**src/rtl/bscan_pkg.sv**
```systemverilog
package bscan_pkg;
  typedef enum logic [3:0] {
    TS_RESET   = 4'd0,
    TS_IDLE    = 4'd1,
    TS_SEL_DR  = 4'd2,
    TS_CAP_DR  = 4'd3,
    TS_SH_DR   = 4'd4,
    TS_EX1_DR  = 4'd5,
    TS_PAU_DR  = 4'd6,
    TS_EX2_DR  = 4'd7,
    TS_UPD_DR  = 4'd8,
    TS_SEL_IR  = 4'd9,
    TS_CAP_IR  = 4'd10,
    TS_SH_IR   = 4'd11,
    TS_EX1_IR  = 4'd12,
    TS_PAU_IR  = 4'd13,
    TS_EX2_IR  = 4'd14,
    TS_UPD_IR  = 4'd15
  } tap_state_t;

  localparam int IR_W = 3;
  localparam int CELLS_PER_PIN = 3;
  localparam int CELL_EN  = 0;
  localparam int CELL_DAT = 1;
  localparam int CELL_IN  = 2;

  localparam logic [IR_W-1:0] OP_EXT_A   = 3'b000;
  localparam logic [IR_W-1:0] OP_EXT_B   = 3'b010;
  localparam logic [IR_W-1:0] OP_SAMPLE  = 3'b001;
  localparam logic [IR_W-1:0] OP_BYPASS  = 3'b111;
  localparam logic [IR_W-1:0] OP_HIGHZ   = 3'b101;
  localparam logic [IR_W-1:0] OP_CLAMP   = 3'b110;
  localparam logic [IR_W-1:0] IR_CAPTURE = 3'b001;
endpackage

```
**src/rtl/tap_fsm.sv**
```systemverilog
module tap_fsm
  import bscan_pkg::*;
(
  input  logic       tck,
  input  logic       rst_n,
  input  logic       tms,
  output tap_state_t state
);
  tap_state_t nxt;

  always_comb begin
    nxt = state;
    unique case (state)
      TS_RESET:  nxt = tms ? TS_RESET  : TS_IDLE;
      TS_IDLE:   nxt = tms ? TS_SEL_DR : TS_IDLE;
      TS_SEL_DR: nxt = tms ? TS_SEL_IR : TS_CAP_DR;
      TS_CAP_DR: nxt = tms ? TS_EX1_DR : TS_SH_DR;
      TS_SH_DR:  nxt = tms ? TS_EX1_DR : TS_SH_DR;
      TS_EX1_DR: nxt = tms ? TS_UPD_DR : TS_PAU_DR;
      TS_PAU_DR: nxt = tms ? TS_EX2_DR : TS_PAU_DR;
      TS_EX2_DR: nxt = tms ? TS_UPD_DR : TS_SH_DR;
      TS_UPD_DR: nxt = tms ? TS_SEL_DR : TS_IDLE;
      TS_SEL_IR: nxt = tms ? TS_RESET  : TS_CAP_IR;
      TS_CAP_IR: nxt = tms ? TS_EX1_IR : TS_SH_IR;
      TS_SH_IR:  nxt = tms ? TS_EX1_IR : TS_SH_IR;
      TS_EX1_IR: nxt = tms ? TS_UPD_IR : TS_PAU_IR;
      TS_PAU_IR: nxt = tms ? TS_EX2_IR : TS_PAU_IR;
      TS_EX2_IR: nxt = tms ? TS_UPD_IR : TS_SH_IR;
      TS_UPD_IR: nxt = tms ? TS_SEL_DR : TS_IDLE;
      default:   nxt = TS_RESET;
    endcase
  end

  always_ff @(posedge tck or negedge rst_n) begin
    if (!rst_n) state <= TS_RESET;
    else        state <= nxt;
  end
endmodule

```
**src/rtl/ir_unit.sv**
```systemverilog
module ir_unit
  import bscan_pkg::*;
(
  input  logic            tck,
  input  logic            rst_n,
  input  logic            tdi,
  input  logic            cap_ir,
  input  logic            sh_ir,
  input  logic            upd_ir,
  input  logic            in_reset,
  output logic [IR_W-1:0] ir_sr,
  output logic [IR_W-1:0] ir_q,
  output logic            ir_lsb,
  output logic            sel_bsr,
  output logic            drive_latch,
  output logic            force_off
);
  logic            sr_en;
  logic [IR_W-1:0] sr_nxt;

  // Shift stage: rising edge
  always_comb begin
    sr_en  = cap_ir | sh_ir;
    sr_nxt = cap_ir ? IR_CAPTURE : {tdi, ir_sr[IR_W-1:1]};
  end

  always_ff @(posedge tck or negedge rst_n) begin
    if (!rst_n)     ir_sr <= IR_CAPTURE;
    else if (sr_en) ir_sr <= sr_nxt;
  end

  // Parallel instruction: falling edge
  always_ff @(negedge tck or negedge rst_n) begin
    if (!rst_n)        ir_q <= OP_BYPASS;
    else if (in_reset) ir_q <= OP_BYPASS;
    else if (upd_ir)   ir_q <= ir_sr;
  end

  // Decode; unlisted codes fall to bypass behaviour
  always_comb begin
    sel_bsr     = 1'b0;
    drive_latch = 1'b0;
    force_off   = 1'b0;
    unique case (ir_q)
      OP_EXT_A, OP_EXT_B: begin sel_bsr = 1'b1; drive_latch = 1'b1; end
      OP_SAMPLE:          sel_bsr = 1'b1;
      OP_CLAMP:           drive_latch = 1'b1;
      OP_HIGHZ:           force_off = 1'b1;
      default: ;
    endcase
  end

  assign ir_lsb = ir_sr[0];
endmodule

```
**src/rtl/bsr_chain.sv**
```systemverilog
module bsr_chain
  import bscan_pkg::*;
#(
  parameter int NPIN = 4
) (
  input  logic            tck,
  input  logic            rst_n,
  input  logic            tdi,
  input  logic            cap_dr,
  input  logic            sh_dr,
  input  logic            upd_dr,
  input  logic            in_reset,
  input  logic            sel_bsr,
  input  logic            drive_latch,
  input  logic            force_off,
  input  logic [NPIN-1:0] core_do,
  input  logic [NPIN-1:0] core_oe,
  input  logic [NPIN-1:0] pad_di,
  output logic [NPIN-1:0] pad_do,
  output logic [NPIN-1:0] pad_oe,
  output logic            chain_so
);
  localparam int CELLS = CELLS_PER_PIN * NPIN;

  logic [CELLS-1:0] chain_q, cap_vec, chain_nxt;
  logic             chain_en;
  logic [NPIN-1:0]  en_lat, dat_lat, en_nxt, dat_nxt;
  logic             lat_en;

  for (genvar i = 0; i < NPIN; i++) begin : g_pin
    assign cap_vec[CELLS_PER_PIN*i+CELL_EN]  = core_oe[i];
    assign cap_vec[CELLS_PER_PIN*i+CELL_DAT] = core_do[i];
    assign cap_vec[CELLS_PER_PIN*i+CELL_IN]  = pad_di[i];
    assign en_nxt[i]  = chain_q[CELLS_PER_PIN*i+CELL_EN];
    assign dat_nxt[i] = chain_q[CELLS_PER_PIN*i+CELL_DAT];

    always_comb begin
      if (force_off)        pad_oe[i] = 1'b0;
      else if (drive_latch) pad_oe[i] = en_lat[i];
      else                  pad_oe[i] = core_oe[i];
      pad_do[i] = drive_latch ? dat_lat[i] : core_do[i];
    end
  end

  // Capture/shift stage: rising edge
  always_comb begin
    chain_en  = sel_bsr & (cap_dr | sh_dr);
    chain_nxt = cap_dr ? cap_vec : {tdi, chain_q[CELLS-1:1]};
  end

  always_ff @(posedge tck or negedge rst_n) begin
    if (!rst_n)        chain_q <= '0;
    else if (chain_en) chain_q <= chain_nxt;
  end

  // Update latches: falling edge, safe value 0
  assign lat_en = sel_bsr & upd_dr;

  always_ff @(negedge tck or negedge rst_n) begin
    if (!rst_n) begin
      en_lat  <= '0;
      dat_lat <= '0;
    end else if (in_reset) begin
      en_lat  <= '0;
      dat_lat <= '0;
    end else if (lat_en) begin
      en_lat  <= en_nxt;
      dat_lat <= dat_nxt;
    end
  end

  assign chain_so = chain_q[0];
endmodule

```
**src/rtl/bscan_port.sv**
```systemverilog
module bscan_port
  import bscan_pkg::*;
#(
  parameter int NPIN = 4
) (
  input  logic            por_n,
  input  logic            tck,
  input  logic            tms,
  input  logic            tdi,
  output logic            tdo,
  output logic            tdo_oe,
  input  logic [NPIN-1:0] core_do,
  input  logic [NPIN-1:0] core_oe,
  output logic [NPIN-1:0] core_di,
  input  logic [NPIN-1:0] pad_di,
  output logic [NPIN-1:0] pad_do,
  output logic [NPIN-1:0] pad_oe
);
  logic [1:0]      rst_sync;
  logic            rst_n;
  tap_state_t      state;
  logic            cap_ir, sh_ir, upd_ir, cap_dr, sh_dr, upd_dr, in_reset;
  logic [IR_W-1:0] ir_sr, ir_q;
  logic            ir_lsb, sel_bsr, drive_latch, force_off;
  logic            chain_so, byp_q, byp_en, byp_nxt;
  logic            tdo_nxt, oe_nxt;

  // Reset asserts at once, releases on a TCK edge
  always_ff @(posedge tck or negedge por_n) begin
    if (!por_n) rst_sync <= 2'b00;
    else        rst_sync <= {rst_sync[0], 1'b1};
  end
  assign rst_n = rst_sync[1];

  tap_fsm u_fsm (
    .tck   (tck),
    .rst_n (rst_n),
    .tms   (tms),
    .state (state)
  );

  always_comb begin
    in_reset = (state == TS_RESET);
    cap_ir   = (state == TS_CAP_IR);
    sh_ir    = (state == TS_SH_IR);
    upd_ir   = (state == TS_UPD_IR);
    cap_dr   = (state == TS_CAP_DR);
    sh_dr    = (state == TS_SH_DR);
    upd_dr   = (state == TS_UPD_DR);
  end

  ir_unit u_ir (
    .tck         (tck),
    .rst_n       (rst_n),
    .tdi         (tdi),
    .cap_ir      (cap_ir),
    .sh_ir       (sh_ir),
    .upd_ir      (upd_ir),
    .in_reset    (in_reset),
    .ir_sr       (ir_sr),
    .ir_q        (ir_q),
    .ir_lsb      (ir_lsb),
    .sel_bsr     (sel_bsr),
    .drive_latch (drive_latch),
    .force_off   (force_off)
  );

  bsr_chain #(.NPIN(NPIN)) u_bsr (
    .tck         (tck),
    .rst_n       (rst_n),
    .tdi         (tdi),
    .cap_dr      (cap_dr),
    .sh_dr       (sh_dr),
    .upd_dr      (upd_dr),
    .in_reset    (in_reset),
    .sel_bsr     (sel_bsr),
    .drive_latch (drive_latch),
    .force_off   (force_off),
    .core_do     (core_do),
    .core_oe     (core_oe),
    .pad_di      (pad_di),
    .pad_do      (pad_do),
    .pad_oe      (pad_oe),
    .chain_so    (chain_so)
  );

  // One-bit bypass path
  always_comb begin
    byp_en  = ~sel_bsr & (cap_dr | sh_dr);
    byp_nxt = cap_dr ? 1'b0 : tdi;
  end

  always_ff @(posedge tck or negedge rst_n) begin
    if (!rst_n)      byp_q <= 1'b0;
    else if (byp_en) byp_q <= byp_nxt;
  end

  // Serial output: falling edge, quiet outside shift states
  always_comb begin
    oe_nxt = sh_ir | sh_dr;
    if (sh_ir)      tdo_nxt = ir_lsb;
    else if (sh_dr) tdo_nxt = sel_bsr ? chain_so : byp_q;
    else            tdo_nxt = 1'b0;
  end

  always_ff @(negedge tck or negedge rst_n) begin
    if (!rst_n) begin
      tdo    <= 1'b0;
      tdo_oe <= 1'b0;
    end else begin
      tdo    <= tdo_nxt;
      tdo_oe <= oe_nxt;
    end
  end

  assign core_di = pad_di;
endmodule

```
**config.mk**
```make
export PLATFORM = sky130hd
export DESIGN_NAME = bscan_port
export DESIGN_NICKNAME = d
export VERILOG_FILES = /design/src/rtl/bscan_pkg.sv /design/src/rtl/tap_fsm.sv /design/src/rtl/ir_unit.sv /design/src/rtl/bsr_chain.sv /design/src/rtl/bscan_port.sv
export SDC_FILE = /design/constraint.sdc
export NUM_CORES = 1
export LEC_CHECK = 0
export ABC_AREA = 1
export BUFFER_PORTS_ARGS = -buffer_cell sky130_fd_sc_hd__clkbuf_2
export CORE_MARGIN = 2
export CORE_UTILIZATION = 45
export CTS_CLUSTER_DIAMETER = 120
export DETAILED_ROUTE_END_ITERATION = 6
export GPL_ROUTABILITY_DRIVEN = 0
export PLACE_DENSITY = 0.69
export SETUP_SLACK_MARGIN = 0.05
export SLEW_MARGIN = 20
export SYNTH_ARGS = -nofsm -noshare
export SYNTH_HDL_FRONTEND = slang
export SYNTH_SLANG_ARGS = --single-unit
```
**constraint.sdc**
```tcl
create_clock -name tck -period 2.47 [get_ports tck]
set_input_delay 0.6175 -clock tck [delete_from_list [all_inputs] [get_ports tck]]
set_output_delay 0.6175 -clock tck [all_outputs]
set_load 0.005 [all_outputs]
```
==> results.py, run 1 <==
metrics = {
    "yosys": {
        "synthFlopType": "sky130_fd_sc_hd__dfrtp_1",
        "yosys.cell_count.top_type": "sky130_fd_sc_hd__nand2_1",
        "syn_area_per_cell_um2": 7.961,
        "yosys.area.top_type_share_pct": 27.50,
        "xor_xnor_fraction_of_synth_area_pct": 0,
        "synthAdderAreaFrac_pct": 0,
        "post_synth_and_or_nand_nor_area_fraction_pct": 24.89,
        "async_reset_ff_share_pct": 100.0,
        "synthesis.yosys.warnings": 0,
        "synth_area_mm2": 0.001911,
        "yosysUniqueCellTypes": 30,
        "yosys_register_bits": 35,
        "synthDominantAreaCellType": "sky130_fd_sc_hd__dfrtp_1",
        "synth.net_count": 256,
        "yosys-top-cells-count": "sky130_fd_sc_hd__nand2_1, sky130_fd_sc_hd__inv_1, sky130_fd_sc_hd__o21ai_0, sky130_fd_sc_hd__dfrtp_1, sky130_fd_sc_hd__nor2_1",
        "number_of_enable_type_register_cells_in_the_synthesized_netlist": 0,
        "synthesized_instance_count": 240,
        "post_synth_mux_area_share_pct": 0,
        "synth-compound-area-share_pct": 17.81,
        "seq_area_frac_synth_pct": 46.10,
        "largest_family_of_logic_cells_by_synthesized_area": "simple AND/OR/NAND/NOR gates",
        "top_post_synthesis_cells_by_area": "sky130_fd_sc_hd__dfrtp_1, sky130_fd_sc_hd__dfrtn_1, sky130_fd_sc_hd__nand2_1",
    },
    "routing": {
        "route.vias.total": 1851,
        "drtIter0Drc": 130,
        "detail-route-antenna-nets": 0,
        "remaining_drcs": 0,
        "avgRoutedWirePerCell_um": 13.77,
        "avgViaCountPerCell": 5.113,
        "route.final.wire_length_mm": 4.983,
        "drt_pass1_iterations": 4,
    },
    "pwr": {
        "p_sw_share_pct": 44.86,
        "netSwitchingPower_mw": 1.568,
        "max-vdd-ir-drop_mv": 0.6580,
        "power_frac_clock_pct": 12.0,
        "internal-power_mw": 1.927,
        "leakagePower_nw": 1.458,
        "power-per-cell-area_mw_per_mm2": 1279,
        "sequentialPowerShare_pct": 28.2,
        "share_comb_of_total_power_pct": 59.8,
        "finalPower_mw": 3.494,
    },
    "setup_path": {
        "cp_max_fo": 6,
        "path_cells": "inv_2, nand2_4, nand2_8, buf_6, a211oi_2, buf_2",
        "critical-path-max-stage-delay_ps": 520,
        "timing.setup.critical_path_class": "flop to output port",
        "arr_time_crit_path_ps": 2740,
        "critical_path_required_ps": 1850,
        "cp-end-kind": "output port",
        "critical-path-slowest-cell": "sky130_fd_sc_hd__dfstp_2",
        "timing.critical_path.from_type": "flop",
    },
    "final_layout": {
        "antennaDiodeCount": 0,
        "areaGrowthSynthToFinish_pct": 43.03,
        "nNetsFinal": 327,
        "instances_no_fill": 362,
        "final_area_mm2": 0.002733,
        "final_layout_size_suffix_gt1_share_pct": 48.72,
    },
    "cts": {
        "htreeDepth": 2,
        "clkTransAtPathRegs_ps": 70,
        "number_of_buffers_on_the_longest_clock_path": 2,
        "clockRootBuffer": "sky130_fd_sc_hd__clkbuf_8",
        "cts_hold_buffers": 0,
        "cts_num_sinks": 35,
        "clk-insertion-delay-late_ps": 350,
        "cts_made_buffers": 5,
        "cts_tree": "done",
    },
    "sta": {
        "report.final.slew_viol_count": 0,
        "final.setup_skew_ps": 75.40,
        "report.final.setup_viol": 23,
        "final-hold-violation-count": 0,
        "finalWorstSetupSlack_ps": -882.8,
        "rsz0062_at_grt": "true",
    },
    "floorplan": {
        "placeable_core_region_mm2": 0.004058,
        "chipWidth_um": 69.16,
        "placementRows": 23,
        "initial_utilization_pct": 47.09,
        "num_io_pins": 30,
        "die_y_um": 69.16,
        "design.die.area_mm2": 0.004783,
    },
    "global_route": {
        "grt_overall_usage_pct": 20.21,
        "first_global_vias": 1747,
        "grt_first_pass_wirelength_mm": 7.817,
        "antenna_found_initial": 0,
        "pin_count_of_the_biggest_net_entering_global_routing": 22,
        "grt-ovfl-total": 0,
    },
    "placement": {
        "placed_cell_area_mm2": 0.002280,
        "dp_hpwl_mm": 3.210,
        "dp.cells": 336,
        "port_buffers": 29,
        "placement.setup.worst_slack_ps": -528.3,
    },
    "flow_run": {
        "drv_cap": 0,
    },
    "status": {
        "outcome": "finished, violations left",
        "failed_checks": "setup timing",
    },
    "min_path": {
        "min_path_type": "input port to async pin",
    },
}
layout by cell type (no fill, tap or decap), types with 4 or more instances in the layout:
cell type and count:
sky130_fd_sc_hd__nand2_1 43, sky130_fd_sc_hd__buf_4 32, sky130_fd_sc_hd__inv_1 29, sky130_fd_sc_hd__clkbuf_2 22, sky130_fd_sc_hd__dfrtp_1 20, sky130_fd_sc_hd__o21ai_2 16, sky130_fd_sc_hd__nand2_2 15, sky130_fd_sc_hd__nand2_4 14
sky130_fd_sc_hd__o21ai_0 14, sky130_fd_sc_hd__dfrtn_1 10, sky130_fd_sc_hd__nor2_1 9, sky130_fd_sc_hd__nand3_1 9, sky130_fd_sc_hd__inv_2 8, sky130_fd_sc_hd__o21ai_1 7, sky130_fd_sc_hd__buf_2 7, sky130_fd_sc_hd__o22ai_1 6
sky130_fd_sc_hd__clkbuf_8 5, sky130_fd_sc_hd__buf_6 5, sky130_fd_sc_hd__a21oi_1 4, sky130_fd_sc_hd__nor2_2 4, sky130_fd_sc_hd__dfstp_2 4
cell type report:
cell class,count,area (um^2)
multi-input combinational,163,1066
timing repair inverter,2,25.02
timing repair buffer,67,461.7
clock buffer,6,72.57
sequential,35,882.1
fill,327,1325
inverter,34,140.1
tap,50,62.56
clock inverter,5,22.52
kinds of logic (layout without fill, tap and decap cells):
family	Yosys count	in the layout
flops	35	35
buf+inv	44	114
compound gates	55	55
simple gates	105	107
other cells	1	1
worst paths after layout:
kind | from | endpoint | slack [ps] | cells after the start
max in group asynchronous | rst_sync[1] | u_ir.ir_q[1] | 780 | 1
worst max register to register | u_ir.ir_q[0] | u_bsr.chain_q[5] | -150 | 7
worst min register to register | rst_sync[1] | u_bsr.chain_q[10] | 200 | 1
worst max-delay path | u_ir.ir_q[1] | pad_oe[3] | -880 | 6
min in group tck | rst_sync[0] | rst_sync[1] | 350 | 0
worst min-delay path | por_n | rst_sync[1] | 110 | 1
power groups by stage:
| stage | Combinational [mW] | Clock [mW] | Sequential (mW) |
|---|---|---|---|
| 2_1_floorplan | 1.00 | 0.0101 | 0.964 |
| 3_3_place_gp | 1.45 | 0.0101 | 0.950 |
| 3_5_place_dp | 1.48 | 0.0101 | 0.961 |
| 4_1_cts | 1.68 | 0.419 | 0.962 |
| 5_1_grt | 2.31 | 0.458 | 1.01 |
| 6_report | 2.09 | 0.419 | 0.985 |
through the flow:
| step | TNS (ps) | hold slack, ps | util (%) |
|---|---|---|---|
| finish | -8714 | 108.2 | 67.35 |
| global route | -10290 | 97.16 | 67.35 |
| CTS | -8058 | 103.1 | 61.58 |
| detailed placement | -4235 | 204.3 | 56.18 |
| global placement | -3871 | 197.5 | 56.18 |
| floorplan | -3397 | 321.9 | - |
per-layer routing:
| metal | up-vias | share of wire [%] | global-route usage, % |
|---|---|---|---|
| met2 | 48 | 51 | 33.33 |
| li1 | 922 | - | - |
| met1 | 875 | 43 | 27.63 |
| met3 | 6 | 4.2 | 3.070 |
| met4 | 0 | 1.0 | 5.882 |
| met5 | - | 0 | 0 |
registers in the layout, summed over array words and instances (netlist names):
name	cells
tdo_oe	1
u_bsr.dat_lat	4
u_bsr.chain_q	12
tdo	1
u_ir.ir_sr	3
u_fsm.state	4
rst_sync	2
u_ir.ir_q	3
byp_q	1
u_bsr.en_lat	4
worst max-delay path, delay by kind of cell, from the launching register on:
kind / cells / cell delay, ps
compound gates: 1 / 150
buf+inv: 3 / 310
flops: 1 / 520
simple gates: 2 / 190
repair_timing:
item,CTS,global route
cloned,3,1
setup buffers,5,8
setup endpoints to repair,30,35
pin swaps,7,12
gates resized for setup,24,58
Power figures use the tool's default switching activity.
==> run 2, diff against run 1 <==
- SKIP_LAST_GASP: default -> 1
==> run 2 against run 1 <==
The flow still finishes with violations (setup timing). Global-route usage up 0.062 points. Register-to-register slack got worse by 130 ps. Clock skew hardly changed. Non-clock buffer count increased by 1. Power down 0.66%. Wire length grew 0.68%. Core utilization down 0.28 points. Sequential share of layout area up 0.13 points. Setup slack lost 30 ps. Clock power hardly changed. Sequential power shrank 1%. First-iteration DRC count down 14%. Critical path type unchanged. Largest cell class unchanged. Largest power group unchanged. Highest routed layer unchanged.
==> results.py, run 2 (same netlist as run 1, synthesis figures left out) <==
metrics = {
    "status": {
        "outcome": "finished, violations left",
        "failed_checks": "setup timing",
    },
    "placement": {
        "dp_hpwl_mm": 3.210,
        "port_buffers": 29,
        "placed_cell_area_mm2": 0.002280,
        "dp.cells": 336,
        "placement.setup.worst_slack_ps": -528.3,
    },
    "global_route": {
        "grt_first_pass_wirelength_mm": 7.845,
        "gr-usage-met1_pct": 27.63,
        "first_global_vias": 1753,
        "grt_most_used_layer": "met2",
        "grt-ovfl-total": 0,
        "pin_count_of_the_biggest_net_entering_global_routing": 22,
        "gr-usage-met3_pct": 3.070,
        "grt_overall_usage_pct": 20.27,
        "antenna_found_initial": 0,
        "globalRouteMet2Util_pct": 33.55,
    },
    "cts": {
        "cts_tree": "done",
        "htreeDepth": 2,
        "number_of_buffers_on_the_longest_clock_path": 2,
        "clk-insertion-delay-late_ps": 350,
        "clkTransAtPathRegs_ps": 70,
        "cts_made_buffers": 5,
        "clockRootBuffer": "sky130_fd_sc_hd__clkbuf_8",
        "cts_num_sinks": 35,
    },
    "routing": {
        "remaining_drcs": 0,
        "avgRoutedWirePerCell_um": 13.82,
        "avgViaCountPerCell": 5.116,
        "drt_pass1_iterations": 5,
        "route.vias.total": 1857,
        "route.final.wire_length_mm": 5.017,
        "drtIter0Drc": 112,
        "detail-route-antenna-nets": 0,
    },
    "floorplan": {
        "initial_utilization_pct": 47.09,
        "placeable_core_region_mm2": 0.004058,
        "chipWidth_um": 69.16,
        "num_io_pins": 30,
        "die_y_um": 69.16,
        "placementRows": 23,
        "design.die.area_mm2": 0.004783,
    },
    "final_layout": {
        "final_layout_size_suffix_gt1_share_pct": 47.28,
        "instances_no_fill": 363,
        "largest_register_ffs": 12,
        "antennaDiodeCount": 0,
        "final_area_mm2": 0.002721,
        "nNetsFinal": 328,
        "regMostFlops": "u_bsr.chain_q",
        "areaGrowthSynthToFinish_pct": 42.44,
        "leading_cell_type_in_the_layout_fill_and_taps_excluded": "sky130_fd_sc_hd__nand2_1",
        "most-common-layout-cells": "sky130_fd_sc_hd__nand2_1, sky130_fd_sc_hd__buf_4, sky130_fd_sc_hd__inv_1",
    },
    "setup_path": {
        "reg2reg_depth": 8,
        "critical_path.n_buffers_inverters": 3,
        "endpoint_of_the_most_critical_register_to_register_path": "u_bsr.chain_q[8]",
        "timing.setup.critical_path_class": "flop to output port",
        "critical-path-top-delay-family": "flip-flops",
        "arr_time_crit_path_ps": 2770,
        "critical-path-max-stage-delay_ps": 520,
        "critical-path-slowest-cell": "sky130_fd_sc_hd__dfstp_2",
        "timing.reg2reg.setup_slack_ps": -280,
        "critical_path_required_ps": 1850,
        "r2r_start": "u_ir.ir_q[0]",
        "timing.critical_path.from_type": "flop",
        "path_cells": "inv_2, nand2_4, nand2_8, buf_4, a211oi_2, buf_2",
        "cp-end-kind": "output port",
        "cp_max_fo": 6,
    },
    "min_path": {
        "min_path_type": "input port to async pin",
    },
    "pwr": {
        "power-per-cell-area_mw_per_mm2": 1275,
        "max-vdd-ir-drop_mv": 0.6548,
        "leakagePower_nw": 1.465,
    },
    "sta": {
        "report.final.slew_viol_count": 0,
        "rsz0062_at_grt": "true",
        "final-hold-violation-count": 0,
        "report.final.setup_viol": 23,
        "timing.setup.tns_ps": -9998,
        "final.setup_skew_ps": 75.81,
        "finalWorstSetupSlack_ps": -912.6,
    },
    "flow_run": {
        "drv_cap": 0,
    },
}
==> run 2: cell count changes in the layout (fill, tap and decap cells not counted) <==
cell,change
sky130_fd_sc_hd__clkbuf_2,+1
sky130_fd_sc_hd__nor2_1,+1
sky130_fd_sc_hd__buf_2,-1
sky130_fd_sc_hd__nand2_1,+2
sky130_fd_sc_hd__o21ai_1,+2
sky130_fd_sc_hd__nor2_2,-1
sky130_fd_sc_hd__buf_6,-1
sky130_fd_sc_hd__buf_4,+2
sky130_fd_sc_hd__nand2_2,-2
sky130_fd_sc_hd__o21ai_2,-2
==> run 2: cell type report <==
cell class,count,area (um^2)
Timing Repair inverter,2,25.02
Inverter,34,140.1
Multi-Input combinational cell,163,1051
Clock inverter,5,22.52
Fill cell,331,1336
Timing Repair Buffer,68,465.4
Sequential cell,35,882.1
Tap cell,50,62.56
Clock buffer,6,72.57
==> run 2: where the power goes <==
| group | internal [mW] | leakage, nW | switching [mW] |
|---|---|---|---|
| registers | 0.829 | 0.440 | 0.146 |
| clock network | 0.202 | 0.0575 | 0.215 |
| logic | 0.885 | 0.968 | 1.19 |
| total | 1.92 | 1.47 | 1.55 |
==> run 2: through the flow <==
| step | power (mW) | hold WS (ps) | util, % |
|---|---|---|---|
| 6_report | 3.471 | 109.9 | 67.07 |
| 5_1_grt | 3.745 | 97.00 | 67.07 |
| 4_1_cts | 3.050 | 103.1 | 61.58 |
| 3_5_place_dp | 2.450 | 204.3 | 56.18 |
| 3_3_place_gp | 2.411 | 197.5 | 56.18 |
| 2_1_floorplan | 1.978 | 321.9 | - |
==> run 2: what timing repair did <==
action | in CTS | in global routing
gates resized for setup | 21 | 54
cloned | 3 | 1
setup buffers | 5 | 8
hold buffers | 0 | 0
setup endpoints to repair | 30 | 34
pin swaps | 6 | 13
hold endpoints to repair | 0 | 0
==> run 2: worst register-to-register path: stages, from the launching register on <==
cell and delay, ps:
sky130_fd_sc_hd__dfstp_2 360, sky130_fd_sc_hd__buf_4 120, sky130_fd_sc_hd__buf_6 100, sky130_fd_sc_hd__buf_6 100
sky130_fd_sc_hd__a21oi_4 270, sky130_fd_sc_hd__buf_12 160, sky130_fd_sc_hd__nand2_8 60, sky130_fd_sc_hd__nand2_1 90
sky130_fd_sc_hd__o21ai_2 70
==> run 2: how the worst max path moves through the flow <==
stage | start | slack [ps] | end | cells past startpoint
after floorplan | u_ir.ir_q[1] | -480 | pad_oe[3] | 5
after global placement | u_ir.ir_q[1] | -500 | pad_oe[3] | 5
after detailed placement | u_ir.ir_q[0] | -530 | pad_oe[0] | 5
after CTS | u_ir.ir_q[0] | -860 | pad_oe[0] | 5
after global routing | u_ir.ir_q[1] | -990 | pad_oe[2] | 6
final | u_ir.ir_q[1] | -910 | pad_oe[2] | 6
==> run 2: metal layers <==
metal	vias to the layer above	routed length (um)
met2	56	2581
met4	0	78
met1	874	2113
met5	-	0
met3	8	244
li1	919	-
